--- config.mk ---
export PLATFORM = sky130hd
export DESIGN_NAME = gcfg_ctrl
export DESIGN_NICKNAME = d
export VERILOG_FILES = /design/src/rtl/gcfg_pkg.sv /design/src/rtl/gcfg_regs.sv /design/src/rtl/gcfg_seq.sv /design/src/rtl/gcfg_ctrl.sv
export SDC_FILE = /design/constraint.sdc
export NUM_CORES = 1
export LEC_CHECK = 0
export BUFFER_PORTS_ARGS = -buffer_cell sky130_fd_sc_hd__buf_2
export CORE_MARGIN = 2
export CORE_UTILIZATION = 45
export CTS_CLUSTER_SIZE = 8
export DETAILED_ROUTE_END_ITERATION = 10
export PLACE_DENSITY = 0.71
export SYNTH_ARGS = -nofsm -noshare
export SYNTH_HDL_FRONTEND = slang
export SYNTH_SLANG_ARGS = --single-unit
--- constraint.sdc ---
create_clock -name clk -period 13.2 [get_ports clk]
set_clock_uncertainty 0.05 [all_clocks]
set_input_delay 2.64 -clock clk [delete_from_list [all_inputs] [get_ports clk]]
set_output_delay 2.64 -clock clk [all_outputs]
set_load 0.02 [all_outputs]
--- src/rtl/gcfg_pkg.sv ---
package gcfg_pkg;

  localparam logic [4:0] OP_NOP      = 5'd0;
  localparam logic [4:0] OP_CFG_WR   = 5'd1;
  localparam logic [4:0] OP_CFG_RD   = 5'd2;
  localparam logic [4:0] OP_SIG      = 5'd3;
  localparam logic [4:0] OP_TEST_WR  = 5'd4;
  localparam logic [4:0] OP_TEST_RD  = 5'd5;
  localparam logic [4:0] OP_GRST     = 5'd6;
  localparam logic [4:0] OP_STALL_WR = 5'd7;
  localparam logic [4:0] OP_STALL_RD = 5'd8;
  localparam logic [4:0] OP_ADV      = 5'd9;
  localparam logic [4:0] OP_CDOM_RD  = 5'd10;
  localparam logic [4:0] OP_CDOM_WR  = 5'd11;
  localparam logic [4:0] OP_RWD_WR   = 5'd12;
  localparam logic [4:0] OP_RWD_RD   = 5'd13;
  localparam logic [4:0] OP_SWD_WR   = 5'd14;
  localparam logic [4:0] OP_SWD_RD   = 5'd15;

  localparam logic [31:0] SIG_WORD = 32'h0000_A050;

  typedef enum logic [2:0] {
    ST_IDLE,
    ST_WR,
    ST_RD,
    ST_ADV,
    ST_GRST,
    ST_TAIL
  } seq_st_t;

endpackage

--- src/rtl/gcfg_regs.sv ---
module gcfg_regs
  import gcfg_pkg::*;
#(
  parameter int NDOM   = 4,
  parameter int TEST_W = 32,
  parameter int RW_W   = 5
) (
  input  logic              clk,
  input  logic              rst_n,
  input  logic              we,
  input  logic [4:0]        op,
  input  logic [TEST_W-1:0] w_test,
  input  logic [NDOM-1:0]   w_stall,
  input  logic [RW_W-1:0]   w_rwd,
  input  logic              w_bit,
  output logic [NDOM-1:0]   stall_mask,
  output logic [RW_W-1:0]   rwd,
  output logic              cdom,
  output logic              swd,
  output logic [31:0]       rd_word,
  output logic              rd_hit
);

  logic [TEST_W-1:0] test_q, test_d;
  logic [NDOM-1:0]   stall_q, stall_d;
  logic [RW_W-1:0]   rwd_q, rwd_d;
  logic              cdom_q, cdom_d;
  logic              swd_q, swd_d;
  logic              test_en, stall_en, rwd_en, cdom_en, swd_en;

  // write decode, one enable per register
  always_comb begin
    test_en  = we && (op == OP_TEST_WR);
    stall_en = we && (op == OP_STALL_WR);
    rwd_en   = we && (op == OP_RWD_WR);
    cdom_en  = we && (op == OP_CDOM_WR);
    swd_en   = we && (op == OP_SWD_WR);
    test_d   = w_test;
    stall_d  = w_stall;
    rwd_d    = (w_rwd == '0) ? RW_W'(1) : w_rwd;
    cdom_d   = w_bit;
    swd_d    = w_bit;
  end

  always_ff @(posedge clk or negedge rst_n) begin
    if (!rst_n) begin
      test_q  <= '0;
      stall_q <= '1;
      rwd_q   <= RW_W'(1);
      cdom_q  <= 1'b0;
      swd_q   <= 1'b0;
    end else begin
      if (test_en)  test_q  <= test_d;
      if (stall_en) stall_q <= stall_d;
      if (rwd_en)   rwd_q   <= rwd_d;
      if (cdom_en)  cdom_q  <= cdom_d;
      if (swd_en)   swd_q   <= swd_d;
    end
  end

  // read mux for single-cycle responses
  always_comb begin
    rd_word = '0;
    rd_hit  = 1'b1;
    case (op)
      OP_SIG:      rd_word = SIG_WORD;
      OP_TEST_RD:  rd_word[TEST_W-1:0] = test_q;
      OP_STALL_RD: rd_word[NDOM-1:0]   = stall_q;
      OP_CDOM_RD:  rd_word[0]          = cdom_q;
      OP_RWD_RD:   rd_word[RW_W-1:0]   = rwd_q;
      OP_SWD_RD:   rd_word[0]          = swd_q;
      default:     rd_hit = 1'b0;
    endcase
  end

  assign stall_mask = stall_q;
  assign rwd        = rwd_q;
  assign cdom       = cdom_q;
  assign swd        = swd_q;

  p_rwd_nonzero_r5: assert property (@(posedge clk) disable iff (!rst_n)
    rwd_q != '0);

  p_stall_load_r6: assert property (@(posedge clk) disable iff (!rst_n)
    (we && op == OP_STALL_WR) |=> stall_q == $past(w_stall));

  p_unknown_op_r11: assert property (@(posedge clk) disable iff (!rst_n)
    (we && (op > OP_SWD_RD || op == OP_NOP)) |=>
      ($stable(test_q) && $stable(stall_q) && $stable(rwd_q) &&
       $stable(cdom_q) && $stable(swd_q)));

endmodule

--- src/rtl/gcfg_seq.sv ---
module gcfg_seq
  import gcfg_pkg::*;
#(
  parameter int NDOM  = 4,
  parameter int RW_W  = 5,
  parameter int CNT_W = 8
) (
  input  logic            clk,
  input  logic            rst_n,
  input  logic            cmd_valid,
  input  logic [4:0]      cmd_op,
  input  logic [31:0]     cmd_addr,
  input  logic [31:0]     cmd_data,
  input  logic [31:0]     cfg_rdata,
  input  logic [RW_W-1:0] rwd,
  input  logic [NDOM-1:0] stall_mask,
  input  logic [31:0]     rd_word,
  input  logic            rd_hit,
  output logic            accept,
  output logic            busy,
  output logic [31:0]     cfg_addr,
  output logic [31:0]     cfg_wdata,
  output logic            cfg_rd,
  output logic            cfg_wr,
  output logic [NDOM-1:0] stall,
  output logic            glb_rst,
  output logic [31:0]     host_data,
  output logic            host_valid
);

  localparam int CW = (RW_W > CNT_W) ? RW_W : CNT_W;

  seq_st_t         st_q, st_d;
  logic [CW-1:0]   cnt_q, cnt_d;
  logic [31:0]     addr_q, addr_d;
  logic [31:0]     wd_q, wd_d;
  logic [NDOM-1:0] am_q, am_d;
  logic [31:0]     hd_q, hd_d;
  logic            hv_q, hv_d;
  logic [CNT_W-1:0] dur_raw;
  logic [CW-1:0]   dur;
  logic            last;

  assign busy    = (st_q != ST_IDLE) && (st_q != ST_TAIL);
  assign accept  = cmd_valid && !busy;
  assign dur_raw = cmd_data[CNT_W-1:0];
  assign dur     = (dur_raw == '0) ? CW'(1) : CW'(dur_raw);
  assign last    = (cnt_q == CW'(1));

  // next-state logic
  always_comb begin
    st_d   = st_q;
    cnt_d  = cnt_q;
    addr_d = addr_q;
    wd_d   = wd_q;
    am_d   = am_q;
    hd_d   = hd_q;
    hv_d   = 1'b0;

    case (st_q)
      ST_WR, ST_ADV, ST_GRST: begin
        if (last) st_d = ST_TAIL;
        else      cnt_d = cnt_q - CW'(1);
      end
      ST_RD: begin
        if (last) begin
          st_d = ST_TAIL;
          hd_d = cfg_rdata;
          hv_d = 1'b1;
        end else begin
          cnt_d = cnt_q - CW'(1);
        end
      end
      ST_TAIL: st_d = ST_IDLE;
      default: st_d = st_q;
    endcase

    if (accept) begin
      case (cmd_op)
        OP_CFG_WR: begin
          st_d   = ST_WR;
          cnt_d  = CW'(rwd);
          addr_d = cmd_addr;
          wd_d   = cmd_data;
        end
        OP_CFG_RD: begin
          st_d   = ST_RD;
          cnt_d  = CW'(rwd);
          addr_d = cmd_addr;
        end
        OP_ADV: begin
          st_d  = ST_ADV;
          cnt_d = dur;
          am_d  = cmd_addr[NDOM-1:0];
        end
        OP_GRST: begin
          st_d  = ST_GRST;
          cnt_d = dur;
        end
        default: begin
          st_d = ST_IDLE;
          if (rd_hit) begin
            hd_d = rd_word;
            hv_d = 1'b1;
          end
        end
      endcase
    end
  end

  // state registers
  always_ff @(posedge clk or negedge rst_n) begin
    if (!rst_n) begin
      st_q   <= ST_IDLE;
      cnt_q  <= '0;
      addr_q <= '0;
      wd_q   <= '0;
      am_q   <= '0;
      hd_q   <= '0;
      hv_q   <= 1'b0;
    end else begin
      st_q   <= st_d;
      cnt_q  <= cnt_d;
      addr_q <= addr_d;
      wd_q   <= wd_d;
      am_q   <= am_d;
      hd_q   <= hd_d;
      hv_q   <= hv_d;
    end
  end

  // per-domain stall release during clock advance
  for (genvar g = 0; g < NDOM; g++) begin : g_dom
    assign stall[g] = (st_q == ST_ADV && am_q[g]) ? 1'b0 : stall_mask[g];
  end

  assign cfg_addr   = addr_q;
  assign cfg_wdata  = wd_q;
  assign cfg_wr     = (st_q == ST_WR);
  assign cfg_rd     = (st_q == ST_RD);
  assign glb_rst    = (st_q == ST_GRST);
  assign host_data  = hd_q;
  assign host_valid = hv_q;

  p_sig_word_r2: assert property (@(posedge clk) disable iff (!rst_n)
    (accept && cmd_op == OP_SIG) |=> (host_valid && host_data == SIG_WORD));

  p_wr_hold_r3: assert property (@(posedge clk) disable iff (!rst_n)
    cfg_wr |=> ($stable(cfg_addr) && $stable(cfg_wdata)));

  p_wr_tail_r3: assert property (@(posedge clk) disable iff (!rst_n)
    $fell(cfg_wr) |-> (!busy && !cfg_rd));

  p_rd_first_r4: assert property (@(posedge clk) disable iff (!rst_n)
    (accept && cmd_op == OP_CFG_RD) |=> (cfg_rd && cfg_addr == $past(cmd_addr)));

  p_rd_data_r4: assert property (@(posedge clk) disable iff (!rst_n)
    $fell(cfg_rd) |-> (host_valid && host_data == $past(cfg_rdata)));

  p_adv_restore_r7: assert property (@(posedge clk) disable iff (!rst_n)
    (st_q == ST_ADV && last) |=> (stall == stall_mask));

  p_grst_end_r8: assert property (@(posedge clk) disable iff (!rst_n)
    $fell(glb_rst) |-> !busy);

endmodule

--- src/rtl/gcfg_ctrl.sv ---
module gcfg_ctrl
  import gcfg_pkg::*;
#(
  parameter int NDOM   = 4,
  parameter int TEST_W = 32,
  parameter int RW_W   = 5,
  parameter int CNT_W  = 8
) (
  input  logic            clk,
  input  logic            rst_n,
  input  logic            cmd_valid,
  input  logic [4:0]      cmd_op,
  input  logic [31:0]     cmd_addr,
  input  logic [31:0]     cmd_data,
  output logic            busy,
  output logic [31:0]     host_data,
  output logic            host_valid,
  output logic [31:0]     cfg_addr,
  output logic [31:0]     cfg_wdata,
  output logic            cfg_rd,
  output logic            cfg_wr,
  input  logic [31:0]     cfg_rdata,
  output logic [NDOM-1:0] stall,
  output logic            glb_rst,
  output logic            clk_sel,
  output logic            sw_dly_sel
);

  logic [1:0]      rst_sync_q;
  logic            rst_n_s;
  logic            accept;
  logic [NDOM-1:0] stall_mask;
  logic [RW_W-1:0] rwd;
  logic [31:0]     rd_word;
  logic            rd_hit;

  // asynchronous assert, synchronous release
  always_ff @(posedge clk or negedge rst_n) begin
    if (!rst_n) rst_sync_q <= 2'b00;
    else        rst_sync_q <= {rst_sync_q[0], 1'b1};
  end
  assign rst_n_s = rst_sync_q[1];

  gcfg_regs #(
    .NDOM   (NDOM),
    .TEST_W (TEST_W),
    .RW_W   (RW_W)
  ) u_regs (
    .clk        (clk),
    .rst_n      (rst_n_s),
    .we         (accept),
    .op         (cmd_op),
    .w_test     (cmd_data[TEST_W-1:0]),
    .w_stall    (cmd_data[NDOM-1:0]),
    .w_rwd      (cmd_data[RW_W-1:0]),
    .w_bit      (cmd_data[0]),
    .stall_mask (stall_mask),
    .rwd        (rwd),
    .cdom       (clk_sel),
    .swd        (sw_dly_sel),
    .rd_word    (rd_word),
    .rd_hit     (rd_hit)
  );

  gcfg_seq #(
    .NDOM  (NDOM),
    .RW_W  (RW_W),
    .CNT_W (CNT_W)
  ) u_seq (
    .clk        (clk),
    .rst_n      (rst_n_s),
    .cmd_valid  (cmd_valid),
    .cmd_op     (cmd_op),
    .cmd_addr   (cmd_addr),
    .cmd_data   (cmd_data),
    .cfg_rdata  (cfg_rdata),
    .rwd        (rwd),
    .stall_mask (stall_mask),
    .rd_word    (rd_word),
    .rd_hit     (rd_hit),
    .accept     (accept),
    .busy       (busy),
    .cfg_addr   (cfg_addr),
    .cfg_wdata  (cfg_wdata),
    .cfg_rd     (cfg_rd),
    .cfg_wr     (cfg_wr),
    .stall      (stall),
    .glb_rst    (glb_rst),
    .host_data  (host_data),
    .host_valid (host_valid)
  );

endmodule

# ---- Word level (Yosys, flattened, before mapping)
# Index checks and enable logic that the tools add are counted.
# W data, S select, Z words.
dict set report word_totals {
  ff_bits 157
  inputBits 104
  output_inout_bits 107
  word_cells 91
}
dict set report op_classes {
  add_sub_neg 1
  n_eq_ne 23
  n_mux 29
  n_reduce_logical 25
}
# op n
set op_table {}
lappend op_table {{$mux W32} 5}
lappend op_table {{$pmux W27 S2} 1}
lappend op_table {{$eq A5 B4 Y1 const B} 8}
lappend op_table {{$mux W8} 4}
lappend op_table {{$eq A5 B3 Y1 const B} 4}
lappend op_table {{$pmux W8 S2} 1}
lappend op_table {{$pmux W3 S4} 1}
lappend op_table {{$logic_and A1 B1 Y1} 11}
lappend op_table {{$eq A5 B2 Y1 const B} 2}
lappend op_table {{$mux W1} 10}
lappend op_table {{$pmux W3 S3} 1}
lappend op_table {{$eq A8 B1 Y1 const B} 1}
lappend op_table {{$logic_not A8 Y1} 1}
lappend op_table {{$reduce_and A2 Y1} 4}
lappend op_table {{$reduce_or A4 Y1} 2}
lappend op_table {{$sub A8 B1 Y8 const B} 1}
lappend op_table {{$eq A3 B2 Y1 const B} 2}
lappend op_table {{$eq A3 B3 Y1 const B} 2}
lappend op_table {{$mux W3} 2}
lappend op_table {{$pmux W3 S2} 1}
lappend op_table {{$reduce_bool A3 Y1} 2}
lappend op_table {{$reduce_or A6 Y1} 1}
lappend op_table {{$eq A5 B1 Y1 const B} 1}
lappend op_table {{$logic_not A5 Y1} 1}
lappend op_table {{other kinds (8)} 9}

# ---- Depth between registers and ports, before layout
# Gate-level depths: netlist of run 1.
dict set report logic_depth {
  depth_word 6
  depth_mapped 8
  depth_no_buf 6
}

# ---- By module
# Synthesis of run 1 repeated with hierarchy kept, for this count alone.
dict set report unflattened {
  hier_cells 530
  area_unflattened_um2 7654.8
}
# module n_inst cells_each area_per_inst_um2 seq_area_each_um2
set by_module_without_submodules {}
lappend by_module_without_submodules {gcfg_seq 1 367 5400.2 2802.7}
lappend by_module_without_submodules {gcfg_regs 1 160 2200.9 1082.3}
lappend by_module_without_submodules {gcfg_ctrl 1 3 53.8 50.0}

# ---- Worst setup path after synthesis of run 1
# Ideal clock, no wire load.
dict set report synth_path {
  kind {input to register}
  from {in cmd_op[2]}
  to {reg u_seq.addr_q[10] (netlist: u_seq.cfg_addr[10])}
  setup_ns 0.127
  t_arrival_ns 4.170
  required_ns 13.023
  path_slack_ns 8.853
  stages 6
  path_buffers 3
  cell_sequence {buf_2 -> or3_1 -> a211oi_2 -> buf_2 -> buf_4 -> mux2_1}
}
dict set report synth_via {
  elab_chain_len 3
  elab_cells_between_ends 4
  cone_classes {eq/ne: 2; reduce/logical: 2}
}
# item line_no
set synth_rtl {}
lappend synth_rtl {{start: declaration} gcfg_ctrl.sv:12} ;# input logic [4:0] cmd_op,
lappend synth_rtl {{$eq A5 B1 Y1 or $eq A5 B2 Y1 (tied branches)} gcfg_seq.sv:79} ;# case (cmd_op)
lappend synth_rtl {{$reduce_or A2 Y1 (no source line) (*)} -}
lappend synth_rtl {{$reduce_and A2 Y1 (no source line) (*)} -}
lappend synth_rtl {{end signal: assignment} gcfg_seq.sv:124} ;# addr_q <= addr_d;
lappend synth_rtl {{end: declaration} gcfg_seq.sv:35} ;# logic [31:0] addr_q, addr_d;
# Every way passes the cells marked *; elsewhere a longest branch is shown, timed or not.
# A chain may end at the register's enable or synchronous reset.

# ---- Final worst setup path of run 1
dict set report layout_path {
  from {in cmd_valid}
  to {reg u_regs.test_q[25]}
}
dict set report layout_via {
  elab_chain_len 2
}
# item line_no
set layout_rtl {}
lappend layout_rtl {{start: declaration} gcfg_ctrl.sv:11} ;# input logic cmd_valid,
lappend layout_rtl {{$logic_and A1 B1 Y1} gcfg_seq.sv:45} ;# assign accept = cmd_valid && !busy;
lappend layout_rtl {{$logic_and A1 B1 Y1} gcfg_regs.sv:33} ;# test_en = we && (op == OP_TEST_WR);
lappend layout_rtl {{end signal: assignment} gcfg_regs.sv:53} ;# if (test_en) test_q <= test_d;
lappend layout_rtl {{end: declaration} gcfg_regs.sv:24} ;# logic [TEST_W-1:0] test_q, test_d;
# Every way passes these cells.

==> results.md, run 1 <==
- The share of power burned in combinational logic is 5.1%.
- The total clock buffers created by CTS is 17.
- The worst setup path is launched from an input pin.
- The number of warnings printed during yosys synthesis is 0.
- The number of antenna-violating nets in the routed design is 0.
- The share of flip-flops with an asynchronous set or reset is 100%.
- Leaving out filler cells and counting taps, the final layout contains 928.
- Once routing completed, OpenROAD measured the worst setup slack at 8870 ps.
- The max-slew headroom at the worst pin is 29.9%.
- Summing all multi-input logic gate instances after layout gives 2830 um2.
- The final setup TNS is 0 ps.
- The count of final max-slew check failures is 0.
- The fraction of the yosys area taken by sequential cells is 56.6%.
- The type of element capturing the critical path is a flip-flop.
- Counting I/O delays and the setup requirement, the final critical path takes 4330 ps.
- The startpoint identified for the worst register-to-register timing path is u_seq.cnt_q[4]$_DFF_PN0_.
- The mapped netlist covers 6960 um2.
- The area overhead of the layout relative to synthesis is 24.8%.
- In this run the worst path has a maximum fanout of 32.
- The worst setup path is of the in2reg kind.
- Of the total synthesized cell area, the portion taken by full adders, half adders and majority gates is 0.360%.
- Summed over its instances, the top area cell type makes up 54.7% of the synthesized netlist area.
- The number of global-route vias before repair is 5,044.
- The number of instances in the placed design is 895.
- Routability-driven placement finished with a final weighted congestion of 0.883.
- The area of the die is 16,500 um2.
- The clock tree from TritonCTS is done.
- Setup violations remaining at the end of the flow were counted as 0.
- The number of enable-type register cells in the synthesized netlist is 0.
- At the later pin of the worst-skew pair, clock insertion delay measures 420 ps.
- The synthesized netlist devotes 5.99% of its cell area to compound gates.
- The die extent in y is 128 um.
- At the pin with the least slew margin, the transition time is 1050 ps.
- The average wire per cell in the routed design is 17.7 um.
- The critical path starts at cmd_valid.
- The clock tree buffer depth is 2.
- At the placement stage, the worst setup path has a slack of 8420 ps.
- The final net count is 832.
- Ranked by instance count, the synthesized netlist is headed by dfrtp_1, mux2_2, nand2_1.
- Across every metal layer, demand over resource in global routing totals 20.4%.
- After floorplanning, the core was sized to cover 15,100 um2.
- The internal portion of the total power is 783 uW.
- The end-of-flow core utilization is 57.3%.
- Synthesis produced a netlist whose cell count is 521.
- The net count after synthesis is 627.
- Setup repair after global routing left no endpoint under its margin.
- The number of max-cap violations is 0.
- In the post-synthesis netlist, the biggest area contributors are dfrtp_1, mux2_2, mux2_4.
- The number of search-and-repair iterations in the first detailed-routing pass is 4.
- The tightest min-delay check is of the reg2async type.
- The clock tree root driver cell is clkbuf_16.
- Summing the areas of all xor and xnor instances in the mapped netlist gives 1.24% of the synthesized area.
- After clock tree synthesis, the clock-pin slew on the worst setup and hold paths is 60 ps.
- The area used by sequential logic in the layout is 3940 um2.
- The number of antenna violations at the first check in global routing is 0.
- In this run, post-CTS hold repair placed 0 buffers.
- By area, the combinational part of the netlist is dominated by multiplexers.
- The flow ran to the end, and the final reports show no timing, DRC or antenna violations.
- In the synthesized netlist, mux cells make up 25.4% of the area.
- The worst register-to-register path has a setup slack of 10,560 ps.
- The share of total power dissipated in sequential elements is 48.5%.
- For this block, the via count after detailed routing is 4,870.
- After the first detailed-routing iteration, the DRC count stood at 202.
- The initial core utilization is 45.9%.
- The initialized floorplan defines 45 standard-cell rows.
- The post-cts repair resize count is 0.
- The deepest level of the CTS H-tree is 4.
- CTS saw 157 sinks.
- The total I/O pin count is 211.
- After clock tree synthesis, the setup repair step added 0 buffers.
- The most common cell in the netlist is dfrtp_1.
- The basic-gate share of the synthesized area counting and, or, nand and nor cells is 7.36%.
- The average cell area after synthesis is 13.4 um2.
- Of the total power, the share spent switching nets is 22.9%.
- The number of buffer cells added on primary ports is 210.
- The number of cells on the worst reg-to-reg path is 5.
- The post-route fraction of the period consumed by the critical path is 32.8%.
- The hold violation count in the final report is 0.
- The fill cell total of the finished layout is 1,257.
- The total of flip-flops plus latches after synthesis is 157.
- The remaining global-route overflow is 0.
- The distinct cell type count after synthesis is 50.
- Summed over all layers, the routed wires come to 16,500 um.
- The required time at the worst-slack endpoint is 13,450 ps.
- Cells with a size suffix above 1 make up 47.6% of the layout.
- The clock network burns 46.4% of the power.
- Measured along the x axis, the die boundary spans 128 um.
- The wire length of the first global-routing pass is 26,000 um.
- dfrtp_1 takes more of the synthesized area than any other cell.
- The average via count per standard cell is 5.25.
- The leakage dissipation is 0.00468 uW.
- For this run, design rule violations remaining after detail routing come to 0.
- The top achievable clock speed is 231 MHz.
- The reg-to-reg critical path endpoint is u_seq.host_data[15]$_DFF_PN0_.
- The worst IR drop on VDD is 0.0000868 V.
- The dominant register cell in the synthesized netlist is dfrtp_1.
- Summing internal, switching and leakage power gives 1020 uW.
- The net load switching power is 233 uW.
- The arrival time at the worst endpoint is 4580 ps.
- In this run the power density over the cells is 117 nW/um2.
- The total half-perimeter wirelength after legalization and detailed placement is 11,800 um.
- Entering global routing, the biggest net connects 62 pins.
==> layer usage <==
| metal | GRT usage (%) | part of all wire, % | vias up |
|---|---|---|---|
| met1 | 26.3 | 44 | 2382 |
| met2 | 32.9 | 47 | 210 |
| met5 | 0 | 0 | - |
| met3 | 6.43 | 7.8 | 23 |
| li1 | - | - | 2255 |
| met4 | 6.85 | 1.7 | 0 |
==> cell usage in the layout (no fill, tap or decap), types with 7 or more instances in the layout <==
cell / n
buf_2: 210
dfrtp_1: 151
mux2_2: 53
nand2_1: 36
mux2i_1: 35
mux2_1: 33
mux2_4: 30
o21ai_0: 27
nor2_1: 21
clkbuf_16: 17
a21oi_1: 11
nor3_1: 7
==> power by group through the flow <==
stage,logic [uW],clock network [uW],registers (uW)
after floorplan,11.0,0,511
after global placement,51.0,0,501
after detailed placement,52.5,0,501
after CTS,52.7,483,492
after global routing,57.7,505,493
final,52.0,472,492
==> worst max-delay path, cell delays in order <==
cell and delay [ps]:
buf_2 80, nor2b_1 200, and2_4 200, nand3_2 100, or3_2 870, mux2_4 460
==> worst max-delay path by stage <==
stage                                    endpoint  slack, ps
finish              u_regs.test_q[25]$_DFFE_PN0P_       8870
global route                             stall[3]       8750
CTS                 u_regs.test_q[12]$_DFFE_PN0P_       8870
detailed placement  u_regs.test_q[25]$_DFFE_PN0P_       8420
global placement    u_regs.test_q[12]$_DFFE_PN0P_       8500
floorplan                 u_regs.cdom$_DFFE_PN0P_       8460
==> flip-flops by register name, indices dropped and copies added, names as in the netlist <==
| name | flops |
|---|---|
| u_regs.test_q | 32 |
| u_seq.cfg_addr | 32 |
| u_seq.cfg_wdata | 32 |
| u_seq.host_data | 32 |
| u_seq.cnt_q | 8 |
| u_regs.rwd | 5 |
| u_regs.stall_mask | 4 |
| u_seq.am_q | 4 |
| u_seq.st_q | 3 |
| rst_sync_q | 2 |
| u_regs.cdom | 1 |
| u_regs.swd | 1 |
| u_seq.host_valid | 1 |
==> through the flow <==
step | instance area [um2] | hold WS, ps
after floorplan | 6960 | 281
after global placement | 8100 | 285
after detailed placement | 8100 | 287
after CTS | 8680 | 302
after global routing | 8680 | 314
final | 8680 | 299
==> cell families (layout without fill, tap and decap cells) <==
kind of cell    after synthesis  count (layout)
xor+xnor                      9               9
other cells                   1               2
simple gates                103             103
buf+inv                      32             250
flops                       157             157
fa+ha+maj                     2               2
mux                         151             151
compound gates               66              66
==> layout make-up <==
type                            instances  area share (%)
Sequential cell                       157            45.4
Tap cell                              188            2.71
Timing Repair Buffer                  215            12.5
Inverter                                3           0.130
Multi-Input combinational cell        332            32.6
Clock inverter                         11            1.24
Clock buffer                           21            5.42
Antenna cell                            1          0.0288
Power figures use the tool's default switching activity.
==> inputs of run 2 (changes only) <==
Settings changed: PLACE_DENSITY 0.71 to 0.74.
Clock period 13.2 ns to 3.5 ns, I/O delays scaled along.
==> run 2 against run 1 <==
Net effect:
- utilization up 0.23 points
- register-to-register slack lost 9700 ps
- non-clock buffer count grew 4
- flip-flop and latch count did not move
- combinational power increased to 3.7 times the previous value
- count of clock-buffer cells in the layout is the same
- sequential share of layout area is 0.18 points lower
- largest cell class unchanged
- clock power increased to 3.7 times the previous value
- via count rose by 0.64%
==> results.md, run 2 (same netlist as run 1, synthesis figures left out) <==
- The total routing usage reported by global routing is 20.5%.
- The library cells used most frequently in the layout, excluding fill and tap cells, are buf_2, dfrtp_1, mux2_2, nand2_1, mux2i_1.
- The count of final max-slew check failures is 0.
- The total I/O pin count is 211.
- The area overhead of the layout relative to synthesis is 25.3%.
- The min-delay analysis places its worst path in the category reg2reg.
- The floorplan step defined a die boundary enclosing 16,500 um2.
- Clock latency on the worst-skew pair, taken at its later pin, is 410 ps.
- The remaining global-route overflow is 0.
- Wires add up to 16,200 um.
- The worst-path maximum fanout is 32.
- The post-cts repair resize count is 0.
- The worst setup path is of the reg2reg kind.
- The delay contributed by the slowest stage of the critical path is 880 ps.
- Once layout is complete, the cells apart from fillers number 930.
- The worst hold margin is 301 ps.
- STA puts the critical path data arrival time at 2840 ps.
- The residual DRC count is 0.
- CTS built an H-tree with a depth of 4.
- Input and output buffers added on the ports amount to 210.
- CTS placed an instance of clkbuf_16 at the clock tree root.
- The critical path buffer and inverter count is 0.
- The number of DRC markers after the initial detailed-route iteration is 252.
- In the final design database the tool counted 836 nets.
- The leakage dissipation is 0.00470 uW.
- Buffers added to address setup during post-CTS repair amount to 0.
- The run finished with clean final reports.
- For this design the ratio of total power to cell area is 437 nW/um2.
- The worst IR drop on VDD is 0.000295 V.
- Cells fill 57.6% of the core in the end.
- The sort of element at the start of the critical path is a flip-flop.
- The type of element capturing the critical path is a flip-flop.
- Once the floorplan was initialized, standard cells occupied 45.9% of the core.
- The top achievable clock speed is 385 MHz.
- Setup violations remaining at the end of the flow were counted as 0.
- The tool flagged a number of max-cap violations equal to 0.
- The total number of vias is 4,901.
- The slowest stage of the critical path belongs to the cell or3_2.
- The first detailed-routing pass ran for 5 iterations.
- The total clock buffers created by CTS is 17.
- In this run the core area contains 45 standard-cell rows.
- The most common cell after layout, fill and taps aside is buf_2.
- Entering global routing, the biggest net connects 71 pins.
- The kind of cell with the highest combined delay along the critical path is simple AND/OR/NAND/NOR gates.
- The routed design could run at a clock period as short as 2600 ps.
- After clock tree synthesis, the clock-pin slew on the worst setup and hold paths is 60 ps.
- For the final routed database, the setup TNS stands at 0 ps.
- After layout, the worst path uses 74.2% of the clock period.
- The number of buffers inserted by hold repair at cts is 1.
- The number of antenna-violating nets in the routed design is 0.
- The horizontal die dimension is 128 um.
- The hold violation count in the final report is 0.
- For the pin with the worst max-slew slack, the measured transition is 1040 ps.
- Dividing the detail-routed wire length by the instance count gives 17.4 um.
- After detailed routing, the number of vias per cell comes to 5.27.
- In the final layout, the share of cells above drive strength 1 is 47.3%.
- The number of antenna violations at the first check in global routing was 0.
- Routability-driven placement finished with a final weighted congestion of 0.827.
- The core box area is 15,100 um2.
- TritonCTS built the clock tree.
- The signal on the critical path passes through xnor2_2 -> and2_4 -> nand3_2 -> or3_2 -> mux2_4.
- In this run the tightest slew margin relative to its limit is 30.4%.
- The number of global-route vias before repair is 4,990.
- The repair_antennas step left the layout with diodes totalling 0.
- The total half-perimeter wirelength after legalization and detailed placement is 11,900 um.
- The first global-routing pass estimated 26,100 um of wire.
- The clock tree buffer depth is 2.
- The clock net in this run drives a total of 157 sinks.
- Setup repair after global routing left no endpoint under its margin.
- The die is 128 um tall.
- The required time at the worst-slack endpoint is 3740 ps.
- The number of instances in the placed design is 898.
## run 2: cell count changes in the layout (fill, tap and decap cells not counted)
cell,previous run,this run
clkbuf_1,1,4
clkinv_4,2,1
clkbuf_8,3,0
dlygate4sd3_1,0,1
buf_12,0,2
inv_6,2,1
and2_0,1,0
and2_1,0,1
diode_2,1,0
bufinv_16,1,2
buf_4,5,6
clkinvlp_4,5,4
clkinv_2,1,2
## run 2: routing by layer
layer  vias up  global-route usage [%]  part of all wire, %
met3        16                    6.80                  7.9
met5         -                       0                    0
met2       202                    32.7                   48
li1       2268                       -                    -
met1      2415                    27.1                   43
met4         0                    5.56                  1.2
## run 2: cell type report
cell class | instances | area, um2
clock buffer | 21 | 440
clock inverter | 10 | 118
fill | 1230 | 6430
inverter | 3 | 11.3
multi-input combinational | 332 | 2830
sequential | 157 | 3940
tap | 188 | 235
timing repair buffer | 219 | 1150
## run 2: where the power goes
part           internal [uW]  switching (uW)
clock                   1050             704
combinational           80.3             113
sequential              1840            26.3
total                   2960             844
## run 2: worst paths after layout
check,start,endpoint,slack (ps),cells past startpoint
min in group asynchronous,rst_sync_q[1]$_DFF_PN0_,u_seq.cfg_addr[8]$_DFFE_PN0P_,410,0
worst max register to register,u_seq.st_q[0]$_DFFE_PN0P_,u_regs.test_q[7]$_DFFE_PN0P_,900,5
worst min-delay path,rst_sync_q[0]$_DFF_PN0_,rst_sync_q[1]$_DFF_PN0_,300,0
worst max-delay path,u_seq.st_q[0]$_DFFE_PN0P_,u_regs.test_q[7]$_DFFE_PN0P_,900,5
max in group asynchronous,rst_sync_q[1]$_DFF_PN0_,u_seq.host_data[13]$_DFF_PN0_,2130,1
worst min register to register,rst_sync_q[0]$_DFF_PN0_,rst_sync_q[1]$_DFF_PN0_,300,0
## run 2: worst reg2reg max path, stage by stage, from the launching register on
cell and delay (ps):
dfrtp_1 500, xnor2_2 290, and2_4 210, nand3_2 90
or3_2 880, mux2_4 460
## run 2: through the flow
| stage | power (uW) | area [um2] | setup WS [ps] |
|---|---|---|---|
| finish | 3810 | 8720 | 903 |
| detailed placement | 2090 | 8150 | 688 |
| global placement | 2080 | 8150 | 741 |
| global route | 3960 | 8720 | 783 |
| CTS | 3850 | 8720 | 913 |
| floorplan | 1970 | 6960 | 854 |
==> inputs of run 3 (changes only) <==
Settings changed: PLACE_DENSITY 0.74 to 0.71.
Clock period 3.5 ns to 2.5 ns, I/O delays scaled along.
==> run 3 against run 2 <==
Net effect:
- sequential power is 40% higher
- via count fell by 0.75%
- wire length grew 2.0%
- worst hold slack got worse by 52 ps
- non-clock buffer count increased by 8
- power is 50% higher
- maximum frequency up 14%
- critical path type unchanged
==> results.md, run 3 (same netlist as run 1, synthesis figures left out) <==
- The arrival time at the worst endpoint is 2520 ps.
- After clock tree synthesis, the clock-pin slew on the worst setup and hold paths is 60 ps.
- The delay contributed by the slowest stage of the critical path is 530 ps.
- The pre-antenna-repair detailed-routing pass consisted of 4 iterations.
- The wire length of the first global-routing pass is 26,300 um.
- Counting I/O delays and the setup requirement, the final critical path takes 2270 ps.
- Setup repair after global routing left no endpoint under its margin.
- The area of the die is 16,500 um2.
- The final net count is 844.
- In this run the critical register-to-register path is captured at u_seq.cfg_wdata[14]$_DFFE_PN0P_.
- In the routed layout, each cell is associated on average with a via count of 5.18.
- The number of antenna violations at the first check in global routing was 0.
- The critical path goes through xnor2_2 -> nand2_1 -> or3_2 -> buf_4 -> mux2_1.
- The number of DRC markers after the initial detailed-route iteration is 185.
- Leaving out fill and tap cells, the most frequent cell in the layout is buf_2.
- The clock tree buffer depth is 2.
- Relative to the synthesized area, the layout overhead comes to 28.1%.
- The hold violation count in the final report came to 0.
- The clock latency on the worst-skew pair is 420 ps.
- The overall routed net length is 16,500 um.
- The maximum number of pins on one net before global-route repair is 56.
- The library cells used most frequently in the layout, excluding fill and tap cells, are buf_2, dfrtp_1, mux2_2, nand2_1, mux2i_1.
- The remaining global-route overflow is 0.
- Global routing consumed, over all layers together, 20.7% of the routing resources.
- The leakage dissipation is 0.00480 uW.
- The worst-path maximum fanout is 22.
- TritonCTS built the clock tree.
- The post-cts repair resize count is 0.
- The category of the most critical setup path is reg2reg.
- The required time at the worst-slack endpoint is 2750 ps.
- The hold path endpoint is u_seq.cfg_addr[9]$_DFFE_PN0P_.
- The tree is rooted in a clkbuf_16.
- CTS built an H-tree with a depth of 4.
- The number of max-cap violations is 0.
- The worst hold path passes through 2 cells.
- The worst pin sits at a relative slew slack of 53.6%.
- Across the VDD grid, the largest voltage drop is 0.000401 V.
- The number of global-route vias before repair is 5,114.
- For this design, the slowest cell found on the critical path is or3_2.
- The type of element capturing the critical path is a flip-flop.
- The top achievable clock speed is 440 MHz.
- The number of buffer cells added on primary ports is 210.
- The count of final max-slew check failures was 0.
- The repair_antennas step left the layout with diodes totalling 0.
- Dividing total power by cell area gives a power density of 642 nW/um2.
- The run finished with clean final reports.
- The number of hold buffers added after CTS was 1.
- The die is 128 um wide.
- At the pin with the least slew margin, the transition time is 696 ps.
- The die extent in y is 128 um.
- The total half-perimeter wirelength after legalization and detailed placement is 12,200 um.
- The core region is 15,100 um2.
- The setup check on the worst reg-to-reg path leaves a slack of 230 ps.
- The total I/O pin count is 211.
- The overall power is 5720 uW.
- The total number of vias is 4,864.
- The number of antenna-violating nets in the routed design is 0.
- Setup violations remaining at the end of the flow were counted as 0.
- For this configuration, the core starts out at a cell density of 45.9%.
- The congestion estimate from routability-driven global placement came to 0.867.
- The min-delay analysis places its worst path in the category in2reg.
- The number of buffers added for setup after CTS is 0.
- The startpoint identified for the worst hold timing path is cmd_addr[9].
- The average wire per cell in the routed design is 17.5 um.
- Measured in cells, the most critical reg-to-reg path has a length of 5.
- The worst register-to-register path begins at u_seq.st_q[0]$_DFFE_PN0P_.
- The number of cell rows is 45.
- TritonCTS created 17 clock buffers.
- The tree built by TritonCTS fans out to 157 sinks.
- For the final routed database, the setup TNS stands at 0 ps.
- The sort of element at the start of the critical path is a flip-flop.
- The residual DRC count is 0.
- The post-route fraction of the period consumed by the critical path is 91.0%.
- The share of final-layout standard cells stronger than drive strength 1 is 48.2%.
run 3: worst max path at each step:
stage	startpoint	end	cells past startpoint
2_1_floorplan	cmd_op[2]	u_seq.cfg_addr[10]$_DFFE_PN0P_	6
3_3_place_gp	cmd_op[3]	u_seq.cfg_wdata[16]$_DFFE_PN0P_	5
3_5_place_dp	cmd_valid	u_seq.cfg_wdata[14]$_DFFE_PN0P_	6
4_1_cts	u_seq.st_q[0]$_DFFE_PN0P_	u_seq.cfg_wdata[14]$_DFFE_PN0P_	5
5_1_grt	u_seq.st_q[0]$_DFFE_PN0P_	u_seq.cfg_wdata[11]$_DFFE_PN0P_	5
6_report	u_seq.st_q[0]$_DFFE_PN0P_	u_seq.cfg_wdata[14]$_DFFE_PN0P_	5
run 3: critical path: cells and delay by family, from the launching register on:
kind          cells  cell delay (ps)
xor+xnor          1              270
mux               1              350
buf+inv           1              250
simple gates      2              730
flops             1              490
run 3: stage by stage:
stage | instances | setup slack, ps | utilization [%] | area [um2] | hold slack, ps
floorplan | 521 | 293 | - | 6960 | 154
global placement | 906 | 254 | 54.4 | 8250 | 237
detailed placement | 906 | 184 | 54.4 | 8250 | 238
CTS | 939 | 241 | 58.8 | 8910 | 233
global route | 939 | 118 | 58.8 | 8910 | 244
finish | 939 | 226 | 58.8 | 8910 | 249
run 3: cell type report:
type | count | area (um2)
clock buffer | 20 | 447
clock inverter | 12 | 208
fill | 1215 | 6230
inverter | 3 | 11.3
multi-input combinational | 332 | 2830
sequential | 157 | 3940
tap | 188 | 235
timing repair buffer | 227 | 1240
run 3: where the power goes:
| group | switching [uW] | internal, uW | total [uW] |
|---|---|---|---|
| clock | 1030 | 1810 | 2840 |
| combinational | 166 | 115 | 281 |
| sequential | 30.6 | 2570 | 2600 |
| total | 1230 | 4490 | 5720 |
run 3: routing by layer:
metal	vias up	routed length (um)	GRT usage [%]
met2	185	7870	34.1
li1	2279	-	-
met3	21	1200	5.59
met1	2379	7150	26.5
met4	0	250	7.18
met5	-	0	0
